--- config.mk ---
export PLATFORM = sky130hd
export DESIGN_NAME = simd_lane_adder
export DESIGN_NICKNAME = d
export VERILOG_FILES = /design/src/rtl/simd_add_pkg.sv /design/src/rtl/simd_add_ctrl.sv /design/src/rtl/simd_add_dp.sv /design/src/rtl/simd_lane_adder.sv
export SDC_FILE = /design/constraint.sdc
export NUM_CORES = 1
export LEC_CHECK = 0
export BUFFER_PORTS_ARGS = -buffer_cell sky130_fd_sc_hd__buf_4
export CAP_MARGIN = 20
export CORE_MARGIN = 2
export CORE_UTILIZATION = 28
export CTS_CLUSTER_SIZE = 25
export DETAILED_ROUTE_END_ITERATION = 16
export MAX_ROUTING_LAYER = met4
export PLACE_DENSITY = 0.51
export SYNTH_ARGS = -nofsm -noshare
export SYNTH_HDL_FRONTEND = slang
export SYNTH_SLANG_ARGS = --single-unit
--- constraint.sdc ---
create_clock -name clk -period 11.8 [get_ports clk]
set_input_delay 0.59 -clock clk [delete_from_list [all_inputs] [get_ports clk]]
set_output_delay 0.59 -clock clk [all_outputs]
set_load 0.02 [all_outputs]
--- src/rtl/simd_add_pkg.sv ---
`timescale 1ns/1ps
package simd_add_pkg;
  localparam int SEG_W   = 8;
  localparam int NUM_SEG = 8;
  localparam int DATA_W  = SEG_W * NUM_SEG;

  typedef enum logic [1:0] {
    LANE_8  = 2'b00,
    LANE_16 = 2'b01,
    LANE_32 = 2'b10,
    LANE_64 = 2'b11
  } laneMode_e;

  // strobes from control to datapath
  typedef struct packed {
    logic [NUM_SEG-1:0] laneStart; // segment begins a lane: cut carry here
    logic [NUM_SEG-1:0] laneTop;   // segment ends a lane: report carry here
    logic               invertB;   // subtract: invert B, inject carry 1
    logic               capture;   // load output registers
  } addCtrl_t;
endpackage

--- src/rtl/simd_add_ctrl.sv ---
`timescale 1ns/1ps
module simd_add_ctrl
  import simd_add_pkg::*;
#(
  parameter int NSEG = NUM_SEG
) (
  input  logic       clk,
  input  logic       rstN,
  input  logic       inValid,
  input  logic [1:0] laneMode,
  input  logic       subtract,
  output addCtrl_t   ctrl,
  output logic       outValid
);
  int segMask;

  always_comb begin
    segMask = (1 << laneMode) - 1;
    ctrl = '0;
    for (int k = 0; k < NSEG; k++) begin
      ctrl.laneStart[k] = ((k & segMask) == 0);
      ctrl.laneTop[k]   = ((k & segMask) == segMask);
    end
    ctrl.invertB = subtract;
    ctrl.capture = inValid;
  end

  always_ff @(posedge clk) begin
    if (!rstN) outValid <= 1'b0;
    else       outValid <= inValid;
  end
endmodule

--- src/rtl/simd_add_dp.sv ---
`timescale 1ns/1ps
module simd_add_dp
  import simd_add_pkg::*;
#(
  parameter int SW   = SEG_W,
  parameter int NSEG = NUM_SEG,
  localparam int DW  = SW * NSEG
) (
  input  logic            clk,
  input  logic            rstN,
  input  addCtrl_t        ctrl,
  input  logic [DW-1:0]   opA,
  input  logic [DW-1:0]   opB,
  output logic [DW-1:0]   sumOut,
  output logic [NSEG-1:0] laneCarry
);
  logic [NSEG-1:0] segCin;
  logic [NSEG-1:0] segCout;
  logic [DW-1:0]   segSum;

  for (genvar k = 0; k < NSEG; k++) begin : g_seg
    logic [SW-1:0] bOp;
    logic [SW:0]   partial;
    if (k == 0) begin : g_first
      assign segCin[k] = ctrl.invertB;
    end else begin : g_rest
      assign segCin[k] = ctrl.laneStart[k] ? ctrl.invertB : segCout[k-1];
    end
    assign bOp     = opB[k*SW +: SW] ^ {SW{ctrl.invertB}};
    assign partial = {1'b0, opA[k*SW +: SW]} + {1'b0, bOp} + {{SW{1'b0}}, segCin[k]};
    assign segSum[k*SW +: SW] = partial[SW-1:0];
    assign segCout[k] = partial[SW];
  end

  always_ff @(posedge clk) begin
    if (!rstN) begin
      sumOut    <= '0;
      laneCarry <= '0;
    end else if (ctrl.capture) begin
      sumOut    <= segSum;
      laneCarry <= segCout & ctrl.laneTop;
    end
  end
endmodule

--- src/rtl/simd_lane_adder.sv ---
`timescale 1ns/1ps
module simd_lane_adder
  import simd_add_pkg::*;
(
  input  logic              clk,
  input  logic              rstN,
  input  logic              inValid,
  input  logic [DATA_W-1:0] opA,
  input  logic [DATA_W-1:0] opB,
  input  logic [1:0]        laneMode,
  input  logic              subtract,
  output logic              outValid,
  output logic [DATA_W-1:0] sumOut,
  output logic [NUM_SEG-1:0] laneCarry
);
  addCtrl_t ctrl;

  simd_add_ctrl #(.NSEG(NUM_SEG)) u_ctrl (
    .clk(clk), .rstN(rstN), .inValid(inValid), .laneMode(laneMode),
    .subtract(subtract), .ctrl(ctrl), .outValid(outValid)
  );

  simd_add_dp #(.SW(SEG_W), .NSEG(NUM_SEG)) u_dp (
    .clk(clk), .rstN(rstN), .ctrl(ctrl), .opA(opA), .opB(opB),
    .sumOut(sumOut), .laneCarry(laneCarry)
  );
endmodule

==> results of run 1 <==
per-layer routing:
layer  wire length, microns  global-route usage, %  part of all wire, %  up-vias
met1                   9350                   23.8                   44     2884
met3                   1210                   2.60                  5.7        8
li1                       -                      -                    -     3164
met2                  10500                   31.3                   49      162
met5                      0                      -                    0        -
met4                    118                   4.40                 0.56        0
final cells by class:
type / instances / area, sq um
fill: 2206 / 12700
multi-input combinational: 578 / 4430
timing repair buffer: 275 / 2090
sequential: 73 / 1460
tap: 280 / 350
clock buffer: 12 / 256
inverter: 53 / 199
clock inverter: 4 / 98.8
antenna: 1 / 2.50
cells in the final DEF, fill, tap and decap left out, drive strengths merged, types with 12 or more instances in the layout:
master | synthesis | layout
a211oi | 18 | 18
a21oi | 21 | 21
a31oi | 20 | 20
buf | 27 | 275
clkbuf | 11 | 12
dfxtp | 73 | 73
fa | 15 | 15
ha | 57 | 57
inv | 53 | 53
nand2 | 48 | 48
nand3 | 38 | 38
nor2 | 56 | 56
nor2b | 23 | 23
nor3 | 32 | 32
o211ai | 23 | 23
o21a | 31 | 31
o21ai | 23 | 23
or3 | 17 | 17
xor2 | 58 | 58
power groups by stage:
| stage | registers (mW) | clock network (mW) | logic [mW] |
|---|---|---|---|
| 5_1_grt | 0.298 | 0.353 | 0.518 |
| 2_1_floorplan | 0.332 | 0 | 0.232 |
| 6_report | 0.295 | 0.337 | 0.469 |
| 3_5_place_dp | 0.301 | 0 | 0.445 |
| 4_1_cts | 0.296 | 0.346 | 0.455 |
| 3_3_place_gp | 0.301 | 0 | 0.444 |
sequential cells by signal, summed over array words and instances, names as in the netlist:
register,count
u_dp.sumOut,64
u_dp.laneCarry,8
u_ctrl.outValid,1
cells by family after synthesis:
group	count (synthesis)	synth area share, %
and+or+nand+nor	252	21.3
adders and majority gates	72	16.6
muxes	8	1.37
AOI/OAI and AO/OA	180	21.4
DFF	73	23.9
xor gates and xnor gates	66	9.46
buffers and inverters	91	6.00
per-stage QoR:
step                setup TNS [ns]  total power [mW]  worst slack (ns)  cells  hold slack, ns
detailed placement           -5.91             0.745             -1.02   1237           0.453
floorplan                   -0.124             0.563            -0.124    742           0.526
CTS                          -1.16              1.10            -0.363   1259           0.466
global route                 -3.95              1.17            -0.749   1276           0.480
finish                     -0.0793              1.10           -0.0695   1276           0.462
global placement             -3.20             0.745            -0.672   1237           0.450
worst max-delay path: cells and delay by family:
| family | cells | cell delay [ns] |
|---|---|---|
| mux | 3 | 0.31 |
| simple gates | 9 | 1.21 |
| fa+ha+maj | 15 | 5.50 |
| compound gates | 28 | 3.87 |
| xor+xnor | 1 | 0.16 |
| buf+inv | 4 | 0.49 |
final timing paths:
path                                        start                 to  slack (ns)  cells after the start
worst max-delay path                       opB[1]    u_dp.sumOut[62]       -0.07                     60
worst min-delay path               u_dp.sumOut[5]     u_dp.sumOut[5]        0.46                      2
worst max register to register  u_dp.laneCarry[0]  u_dp.laneCarry[0]       11.00                      3
worst min register to register     u_dp.sumOut[5]     u_dp.sumOut[5]        0.46                      2
timing repair:
item,in CTS,in global routing
endpoints found under the setup margin,8,9
gates cloned,0,0
setup buffers,6,16
resized for setup,12,19
pin swaps,5,5
synth_stat cells, types with 3 or more instances:
cell | count | area (sq um)
xnor2_1 | 8 | 70.1
nor3_1 | 32 | 160
a2bb2oi_1 | 6 | 52.6
dfxtp_1 | 73 | 1460
o2111ai_1 | 7 | 61.3
a311o_1 | 4 | 40.0
xor2_1 | 58 | 508
buf_2 | 17 | 85.1
o21a_1 | 31 | 233
o211ai_1 | 23 | 173
a21oi_1 | 21 | 105
inv_1 | 53 | 199
a31oi_2 | 3 | 37.5
nand4_1 | 6 | 37.5
nand2b_1 | 6 | 37.5
ha_1 | 57 | 713
o31ai_1 | 3 | 22.5
nor2b_1 | 16 | 100
a31oi_1 | 17 | 106
o21ai_0 | 18 | 90.1
a211oi_1 | 18 | 135
nor4_1 | 4 | 25.0
clkbuf_1 | 11 | 41.3
buf_1 | 9 | 33.8
mux2i_1 | 7 | 70.1
nand2_1 | 48 | 180
nor2b_2 | 3 | 26.3
a22o_1 | 3 | 26.3
nand4b_1 | 11 | 96.3
o21ai_1 | 5 | 25.0
a211o_1 | 4 | 35.0
nor2_1 | 56 | 210
nor2b_4 | 4 | 55.1
nand3_1 | 38 | 190
or3_1 | 17 | 106
fa_1 | 15 | 300
or4_1 | 3 | 22.5
==> impl_metrics.tcl, run 1 <==
set metrics [dict create \
    status "complete, but fails checks" \
    violations "negative setup slack" \
    comb_power_share_pct 42.6 \
    clock_skew_ns 0 \
    seq_area_frac_synth_pct 23.9 \
    track_usage_pct 18.7 \
    seqPwrFrac_pct 26.8 \
    endpoint_kind "flip-flop" \
    syn_to_final_growth_pct 45.4 \
    drive_gt1_share_pct 34.9 \
    synth_nets 948 \
    htree_levels 3 \
    drcViolationCount 0 \
    cts_tree "done" \
    chipHeight_microns 152 \
    numCtsBuffers 9 \
    finalWorstSetupSlack_ns -0.0695 \
    synth_edf_count 0 \
    ioPinCount 207 \
    die_width_microns 152 \
    final_antenna_net_count 0 \
    rsz0062_at_grt "true" \
    finalHoldViolations 0 \
    post_dp_cell_area_sq_um 8240 \
    drtIter0Drc 222 \
    max-cap-violations 0 \
    wl_per_cell_microns 16.6 \
    grt_pass1_vias 5999 \
    fp.coreArea_sq_um 21600 \
    p_clk_share_pct 30.6 \
    netSwitchingPower_uw 378 \
    irDropWorstVdd_v 0.0000762 \
    switching_share_pct 34.3 \
    cellPowerDensity_nw_per_um2 124 \
    drt-vias-per-instance 4.87 \
    grt_max_degree 79 \
    p_int_uw 723 \
    first_pass_iters 4 \
    cp_slowest_cell "fa_2" \
    cts_buffer_depth 2 \
    dpl.hpwl_microns 16300 \
    clkTransAtPathRegs_ns 0.06 \
    period_share_pct 101 \
    crit_arrival_ns 12.15 \
    place.port_buffers 206 \
    grt_pass1_wl_microns 32300 \
    hold_buffers 0 \
    synth_area_sq_um 6110 \
    synth.avg_cell_area_sq_um 8.24 \
    ys.flop_type "dfxtp_1" \
    utilization_pct 41.1 \
    die_area_sq_um 23000 \
    rows 54 \
    synth_cell_types 57 \
    cp_max_fo 3 \
    tightest_slew_ns 0.905 \
    setup_viol 2 \
    overflow 0 \
    required_ns 12.08 \
    fmax_mhz 84.2 \
    gp_congestion 0.820 \
    cts_sinks 73 \
    cts_root_buffer "clkbuf_16" \
    async_flop_share_pct 0 \
    antenna_found_initial 1 \
    routed_wl_microns 21100 \
    cp-start-kind "input port" \
    slew_viol_final 0 \
    cpPeakStageDelay_ns 0.41 \
    hp-class "reg2reg" \
    netlist_instances 742 \
    worstSkewPairLatency_ns 0.33 \
    slew_headroom_pct 39.4 \
    vias 6218 \
    ys_seq_elements 73 \
    fin_crit_ns 11.87 \
    critPathMostFrequentCell "fa_2" \
    yosysWarnings 0 \
    final_cell_area_sq_um 8890 \
    power.leakage_nw 4.04 \
    critPathKind "in2reg" \
    fin_nets 1196 \
    initial_core_util_pct 28.3 \
]
No activity file was read; power rests on OpenSTA's default activity.
==> run 2: changes to the inputs <==
--- a/config.mk
+++ b/config.mk
@@ -12,7 +12,7 @@
 export CTS_CLUSTER_SIZE = 25
 export DETAILED_ROUTE_END_ITERATION = 16
 export MAX_ROUTING_LAYER = met4
-export PLACE_DENSITY = 0.51
+export PLACE_DENSITY = 0.5
 export SYNTH_ARGS = -nofsm -noshare
 export SYNTH_HDL_FRONTEND = slang
 export SYNTH_SLANG_ARGS = --single-unit
==> constraint.sdc (replaced) <==
create_clock -name clk -period 13.29 [get_ports clk]
set_input_delay 0.6645 -clock clk [delete_from_list [all_inputs] [get_ports clk]]
set_output_delay 0.6645 -clock clk [all_outputs]
set_load 0.02 [all_outputs]
==> run 2 against run 1 <==
Compared with the run above:
- critical path type unchanged
- sequential power fell by 11%
- critical path depth stayed put
- clock skew is the same
- the run now ends clean
==> impl_metrics.tcl, run 2 (same netlist as run 1, synthesis figures left out) <==
set metrics [dict create \
    status "complete, no violations" \
    fin_crit_ns 12.65 \
    htree_levels 3 \
    reg_top3 "u_dp.sumOut: 64 flops, u_dp.laneCarry: 8 flops, u_ctrl.outValid: 1 flops" \
    cp_slowest_cell "fa_2" \
    grt_pass1_wl_microns 31500 \
    setup_viol 0 \
    ioPinCount 207 \
    endpoint_kind "flip-flop" \
    rr_startpoint "u_dp.laneCarry[0]" \
    grt_pass1_vias 5870 \
    track_usage_pct 18.2 \
    die_area_sq_um 23000 \
    hp-class "reg2reg" \
    fillerInstances 2282 \
    chipHeight_microns 152 \
    slew_viol_final 0 \
    regArea_sq_um 1460 \
    gp_congestion 0.846 \
    cts_sinks 73 \
    initial_core_util_pct 28.3 \
    fmax_mhz 79.1 \
    slew_headroom_pct 31.7 \
    grt_max_degree 84 \
    required_ns 13.57 \
    fin_nets 1167 \
    syn_to_final_growth_pct 41.3 \
    critPathMostFrequentCell "fa_2" \
    multi_input_area_sq_um 4430 \
    clkTransAtPathRegs_ns 0.06 \
    antenna_found_initial 0 \
    cts_root_buffer "clkbuf_16" \
    tightest_slew_ns 1.02 \
    cts_tree "done" \
    numCtsBuffers 9 \
    total_power_uw 945 \
    worstSkewPairLatency_ns 0.34 \
    diodes 0 \
    rsz0062_at_grt "true" \
    drt-vias-per-instance 4.95 \
    largest_reg_flops 64 \
    cellPowerDensity_nw_per_um2 109 \
    drive_gt1_share_pct 32.7 \
    cp_max_fo 3 \
    drtIter0Drc 216 \
    cp-start-kind "input port" \
    fin_setup_tns_ns 0 \
    crit_path_start "opB[1]" \
    utilization_pct 39.9 \
    final_cell_mix "buf_4, dfxtp_1, xor2_1, ha_1, nor2_1" \
    layout_commonest_cell "buf_4" \
    place.port_buffers 206 \
    die_width_microns 152 \
    finalHoldViolations 0 \
    dpl.hpwl_microns 16000 \
    irDropWorstVdd_v 0.0000551 \
    vias 6166 \
    regMostFlops "u_dp.sumOut" \
    hold_ws_ns 0.455 \
    period_share_pct 95.2 \
    min-delay-start "u_dp.sumOut[7]" \
    drcViolationCount 0 \
    rows 54 \
    overflow 0 \
    clock_skew_ns 0 \
    final_antenna_net_count 0 \
    first_pass_iters 4 \
    cpPeakStageDelay_ns 0.47 \
    max-cap-violations 0 \
    power.leakage_nw 3.89 \
    cts_buffer_depth 2 \
    critPathKind "in2reg" \
    fp.coreArea_sq_um 21600 \
    crit_arrival_ns 12.93 \
    routed_wl_microns 21200 \
    wl_per_cell_microns 17.0 \
]
==> run 2: cell count changes in the layout (fill, tap and decap cells not counted), sizes merged <==
cell / before / now
buf: 275 / 246
bufinv: 3 / 2
clkinv: 1 / 2
diode: 1 / 0
==> run 2: final timing paths <==
path                            end  slack (ns)  cells after the start
setup / recovery    u_dp.sumOut[62]        0.64                     60
hold / removal       u_dp.sumOut[7]        0.45                      2
setup reg to reg  u_dp.laneCarry[0]       12.49                      3
hold reg to reg      u_dp.sumOut[7]        0.45                      2
==> run 2: worst max-delay path: cells and delay by family <==
kind            cells  cell delay, ns
simple gates        9            1.20
xor+xnor            1            0.17
mux                 3            0.35
fa+ha+maj          15            5.92
compound gates     28            4.06
buf+inv             4            0.53
==> run 2: where the power goes <==
group	switching, mW	leakage (nW)	internal (mW)
Combinational	0.211	3.12	0.190
Clock	0.102	0.169	0.180
Sequential	0.0167	0.603	0.245
==> run 2: metal layers <==
metal	GRT usage [%]	up-vias	part of all wire, %
met1	23.2	2855	44
li1	-	3106	-
met2	30.1	188	49
met5	-	-	0
met4	4.77	0	1.4
met3	3.14	17	5.9
==> run 2: area by class of cell <==
type	instances	share of cell area, %
Clock buffer	12	3.09
Sequential cell	73	16.9
Timing Repair Buffer	246	21.4
Clock inverter	4	0.855
Tap cell	280	4.06
Inverter	53	2.30
Multi-Input combinational cell	578	51.3
==> run 2: per-stage QoR <==
step	cell area, sq um	setup slack (ns)	instances
5_1_grt	8630	-0.145	1246
2_1_floorplan	6110	0.311	742
3_3_place_gp	8100	-0.105	1224
4_1_cts	8440	0.00459	1240
3_5_place_dp	8100	-0.484	1224
6_report	8630	0.640	1246
==> run 2: repair_timing <==
action / CTS / global route
buffers inserted: 0 / 6
pin swaps: 1 / 26
endpoints found under the setup margin: 2 / 8
hold buffers: 0 / 0
gates resized for setup: 3 / 42
